--- src/rtl/segdac_pkg.sv ---
package segdac_pkg;
    parameter int CODE_W = 14;
    parameter int MSB_W  = 5;
    localparam int LSB_W = CODE_W - MSB_W;
    localparam int SEG_N = (1 << MSB_W) - 1;

    typedef struct packed {
        logic [SEG_N-1:0] seg_a;
        logic [SEG_N-1:0] seg_b;
        logic [LSB_W-1:0] lsb_a;
        logic [LSB_W-1:0] lsb_b;
    } ctrl_t;
endpackage

--- src/rtl/segdac_thermo.sv ---
module segdac_thermo #(
    parameter int BIN_W = 5,
    localparam int OUT_N = (1 << BIN_W) - 1
) (
    input  logic [BIN_W-1:0] bin_i,
    output logic [OUT_N-1:0] therm_o
);
    // Line k is lit when the coarse value exceeds k.
    for (genvar k = 0; k < OUT_N; k++) begin : g_line
        assign therm_o[k] = (bin_i > BIN_W'(k));
    end
endmodule

--- src/rtl/segdac_pair.sv ---
module segdac_pair #(
    parameter int W = 9
) (
    input  logic [W-1:0] on_i,
    output logic [W-1:0] a_o,
    output logic [W-1:0] b_o
);
    // One switch pair per line: a source feeds either A or B, never both.
    for (genvar i = 0; i < W; i++) begin : g_sw
        assign a_o[i] = on_i[i];
        assign b_o[i] = ~on_i[i];
    end
endmodule

--- src/rtl/segdac_decoder.sv ---
module segdac_decoder
    import segdac_pkg::*;
(
    input  logic              clk,
    input  logic              rst,
    input  logic              sleep_i,
    input  logic [CODE_W-1:0] code_i,
    output logic [SEG_N-1:0]  seg_a_o,
    output logic [SEG_N-1:0]  seg_b_o,
    output logic [LSB_W-1:0]  lsb_a_o,
    output logic [LSB_W-1:0]  lsb_b_o
);
    localparam ctrl_t IDLE = '{seg_a: '0, seg_b: '1, lsb_a: '0, lsb_b: '1};

    logic [SEG_N-1:0] therm;
    logic [SEG_N-1:0] seg_a_n, seg_b_n;
    logic [LSB_W-1:0] lsb_a_n, lsb_b_n;
    ctrl_t            st_d, st_q;

    segdac_thermo #(.BIN_W(MSB_W)) u_thermo (
        .bin_i   (code_i[CODE_W-1:LSB_W]),
        .therm_o (therm)
    );

    segdac_pair #(.W(SEG_N)) u_seg_pair (
        .on_i (therm),
        .a_o  (seg_a_n),
        .b_o  (seg_b_n)
    );

    segdac_pair #(.W(LSB_W)) u_lsb_pair (
        .on_i (code_i[LSB_W-1:0]),
        .a_o  (lsb_a_n),
        .b_o  (lsb_b_n)
    );

    always_comb begin
        st_d = st_q;
        if (rst) begin
            st_d = IDLE;
        end else if (!sleep_i) begin
            st_d.seg_a = seg_a_n;
            st_d.seg_b = seg_b_n;
            st_d.lsb_a = lsb_a_n;
            st_d.lsb_b = lsb_b_n;
        end
    end

    always_ff @(posedge clk) begin
        st_q <= st_d;
    end

    assign seg_a_o = st_q.seg_a;
    assign seg_b_o = st_q.seg_b;
    assign lsb_a_o = st_q.lsb_a;
    assign lsb_b_o = st_q.lsb_b;

    a_r1_seg_count: assert property (@(posedge clk) disable iff (rst)
        !sleep_i |=> ($countones(seg_a_o) == int'($past(code_i[CODE_W-1:LSB_W]))));

    a_r1_contiguous: assert property (@(posedge clk) disable iff (rst)
        ((seg_a_o & (seg_a_o + 1'b1)) == '0));

    a_r2_lsb_pass: assert property (@(posedge clk) disable iff (rst)
        !sleep_i |=> (lsb_a_o == $past(code_i[LSB_W-1:0])));

    a_r3_complement: assert property (@(posedge clk) disable iff (rst)
        !sleep_i |=> ((seg_b_o == ~seg_a_o) && (lsb_b_o == ~lsb_a_o)));

    a_r6_hold: assert property (@(posedge clk) disable iff (rst)
        sleep_i |=> ($stable(seg_a_o) && $stable(seg_b_o) &&
                     $stable(lsb_a_o) && $stable(lsb_b_o)));

    a_r7_reset_idle: assert property (@(posedge clk)
        rst |=> ((seg_a_o == '0) && (lsb_a_o == '0) &&
                 (seg_b_o == '1) && (lsb_b_o == '1)));
endmodule

--- config.mk ---
export PLATFORM = sky130hd
export DESIGN_NAME = segdac_decoder
export DESIGN_NICKNAME = d
export VERILOG_FILES = /design/src/rtl/segdac_pkg.sv /design/src/rtl/segdac_thermo.sv /design/src/rtl/segdac_pair.sv /design/src/rtl/segdac_decoder.sv
export SDC_FILE = /design/constraint.sdc
export NUM_CORES = 1
export LEC_CHECK = 0
export ABC_AREA = 1
export BUFFER_PORTS_ARGS = -buffer_cell sky130_fd_sc_hd__buf_4
export CAP_MARGIN = 25
export CORE_MARGIN = 2
export CORE_UTILIZATION = 49
export CTS_BUF_LIST = sky130_fd_sc_hd__clkbuf_16
export CTS_CLUSTER_DIAMETER = 30
export DETAILED_ROUTE_END_ITERATION = 10
export PLACE_DENSITY_LB_ADDON = 0.08
export SLEW_MARGIN = 20
export SYNTH_ARGS = -nofsm -noshare
export SYNTH_HDL_FRONTEND = slang
export SYNTH_SLANG_ARGS = --single-unit
--- constraint.sdc ---
create_clock -name clk -period 1.1 [get_ports clk]
set_clock_uncertainty 0.05 [all_clocks]
set_input_delay 0 -clock clk [delete_from_list [all_inputs] [get_ports clk]]
set_output_delay 0 -clock clk [all_outputs]
set_load 0.02 [all_outputs]
==> flow_summary.toml <==
[status]
status = "completed"

[drt]
drt_iter0_drc = 99
ant_nets = 0
drc = 0
wirelength_mm = 7.55
dr.pass1.iters = 4
vias = 2728
vias_per_cell = 5.07
wl_per_cell_um = 14.0

[timing]
clock.fmax_mhz = 968
final-max-slew-violation-count = 0
setup_viol = 0
relSlewSlack = 0.704
whs_ns = 0.00867
fin_setup_tns_ns = 0
rsz0062_at_grt = "false"
timing.final.ws_setup_ns = 0.0669
post-route-min-period_ns = 1.03
hold_viol_final = 0
post-route-period-util = 0.939
tightest_slew_ns = 0.439

[global_route]
antenna_found_initial = 0
track_usage = 0.245
grt_pass1_vias = 2544
grt_pass1_wl_mm = 11.9
grt.overflow.total = 0
grt_max_degree = 26

[synth]
yosysWarnings = 0
syn_avg_cell_area_um2 = 8.13
synthCells = 345
seq_area_frac_synth = 0.571
synth_fp_nets = 362
synth_cell_type_count = 24
ys_ff_latch = 80
synth.cell_area_um2 = 2800

[clock_tree]
numCtsBuffers = 9
cts_root_buf = "clkbuf_16"
htreeDepth = 3
cts_tree = "yes"
clk_pin_slew_ns = 0.06
postCtsSetupBuffers = 0
clock_latency_ns = 0.33
cts_buffer_depth = 2
cts_sinks = 80

[floorplan]
core-area_um2 = 5510
start_util = 0.509
dieArea_um2 = 6340
die_y_um = 79.6
io_pins = 97
die_x_um = 79.6
num_rows = 27

[finish]
diodes = 0
area_delta_synth_final_pct = 46.4
drive_above_1_share = 0.283
nets = 478
final_common_cell = "buf_4"
mostFrequentLayoutCells = "111 x buf_4, 104 x nand2_1, 80 x dfxtp_1, 32 x nor2_1, 27 x o21ai_0"
fillers = 436

[worst_setup_path]
reg2reg_depth = 2
endpoint_kind = "register"
path_max_fanout = 10
cp-start-kind = "input port"
cp_data_required_time_ns = 1.28
cp-startpoint = "sleep_i"
worstPathArrival_ns = 1.21
reg2reg_from = "seg_b_o[20]$_SDFFE_PP1N_"
criticalPathCategory = "input port to register"

[placement]
post-place-ws_ns = 0.0290
place.gp.congestion = 0.869
dpl.hpwl_mm = 5.03
numPortBuffers = 96

[power_and_ir_drop]
power_density_nw_per_um2 = 1860
max-vdd-ir-drop_mv = 1.04
p_leak_nw = 2.00

[run]
max-cap-violations = 0

[hold_path]
worstHoldPathType = "input port to register"
hold_depth = 4
hold_start = "code_i[13]"
==> metrics by stage <==
| stage | utilization | area [um^2] | power (W) | instances |
|---|---|---|---|---|
| after floorplan | - | 2800 | 0.00382 | 345 |
| after global routing | 0.745 | 4100 | 0.00788 | 538 |
| after global placement | 0.658 | 3620 | 0.00427 | 508 |
| after CTS | 0.745 | 4100 | 0.00764 | 538 |
| after detailed placement | 0.658 | 3620 | 0.00429 | 508 |
| final | 0.745 | 4100 | 0.00762 | 538 |
==> repair_timing <==
action                                  4_1_cts  5_1_grt
endpoints found under the setup margin        0        4
hold endpoints to repair                     26        0
gates resized for setup                       0        1
hold buffers                                 14        0
==> report_power, final <==
group          switching (W)  total, W  internal, W
Combinational       0.000630   0.00109     0.000460
Clock                0.00113   0.00333      0.00220
Sequential          0.000103   0.00319      0.00309
==> cell type report <==
cell class              instances  area, um^2  share of cell area
flip-flops and latches         80        1600               0.390
clock buffers                   9         225              0.0549
clock inverters                 7         111              0.0271
well taps                      72        90.1              0.0220
inverters                      18        67.6              0.0165
repair buffers                125         976               0.238
multi-input cells             227        1030               0.252
==> registers in the layout (all words and copies together), names as in the netlist <==
signal and count:
lsb_a_o 9, seg_b_o 31, lsb_b_o 9, seg_a_o 31
==> synthesized netlist by cell type <==
| master | count | area share |
|---|---|---|
| a21o_1 | 4 | 0.011 |
| a21oi_1 | 21 | 0.037 |
| a21oi_2 | 1 | 0.0031 |
| buf_2 | 10 | 0.018 |
| buf_4 | 2 | 0.0054 |
| buf_6 | 1 | 0.0040 |
| clkbuf_1 | 7 | 0.0094 |
| dfxtp_1 | 80 | 0.57 |
| inv_1 | 15 | 0.020 |
| inv_2 | 3 | 0.0040 |
| nand2_1 | 104 | 0.14 |
| nand2_2 | 1 | 0.0022 |
| nand3_1 | 15 | 0.027 |
| nand4_1 | 3 | 0.0067 |
| nor2_1 | 32 | 0.043 |
| nor3_1 | 3 | 0.0054 |
| o211a_1 | 4 | 0.014 |
| o211ai_1 | 2 | 0.0054 |
| o21a_1 | 6 | 0.016 |
| o21ai_0 | 27 | 0.048 |
| o21ai_1 | 1 | 0.0018 |
| o21ai_2 | 1 | 0.0031 |
| o21bai_1 | 1 | 0.0027 |
| or2_0 | 1 | 0.0022 |
==> path summary, 6_finish.rpt <==
kind                                                 end  slack [ns]
worst max register to register  seg_b_o[20]$_SDFFE_PP1N_        0.28
worst min-delay path            seg_b_o[17]$_SDFFE_PP1N_       0.009
worst min register to register   seg_b_o[6]$_SDFFE_PP1N_        0.40
worst max-delay path            seg_a_o[15]$_SDFFE_PP0N_        0.07
==> worst max-delay path, cell delays in order <==
cell and delay (ns):
buf_4 0.13, buf_4 0.17, nor2_1 0.17, nor2_1 0.09, inv_1 0.07, dlygate4sd3_1 0.54, nor2_1 0.04
==> routing by layer <==
metal,routed length (um),global-route usage,share of wire,up-vias
li1,-,-,-,1343
met1,3260,0.309,0.43,1300
met2,3770,0.408,0.50,74
met3,405,0.0520,0.054,11
met4,120,0.100,0.016,0
met5,0,0,0,-
==> cell families after synthesis <==
| logic type | share of synthesized area |
|---|---|
| AOI/OAI and AO/OA | 0.143 |
| buffers and inverters | 0.0607 |
| DFF | 0.571 |
| and+or+nand+nor | 0.225 |
(Power assumes the default switching activity.)
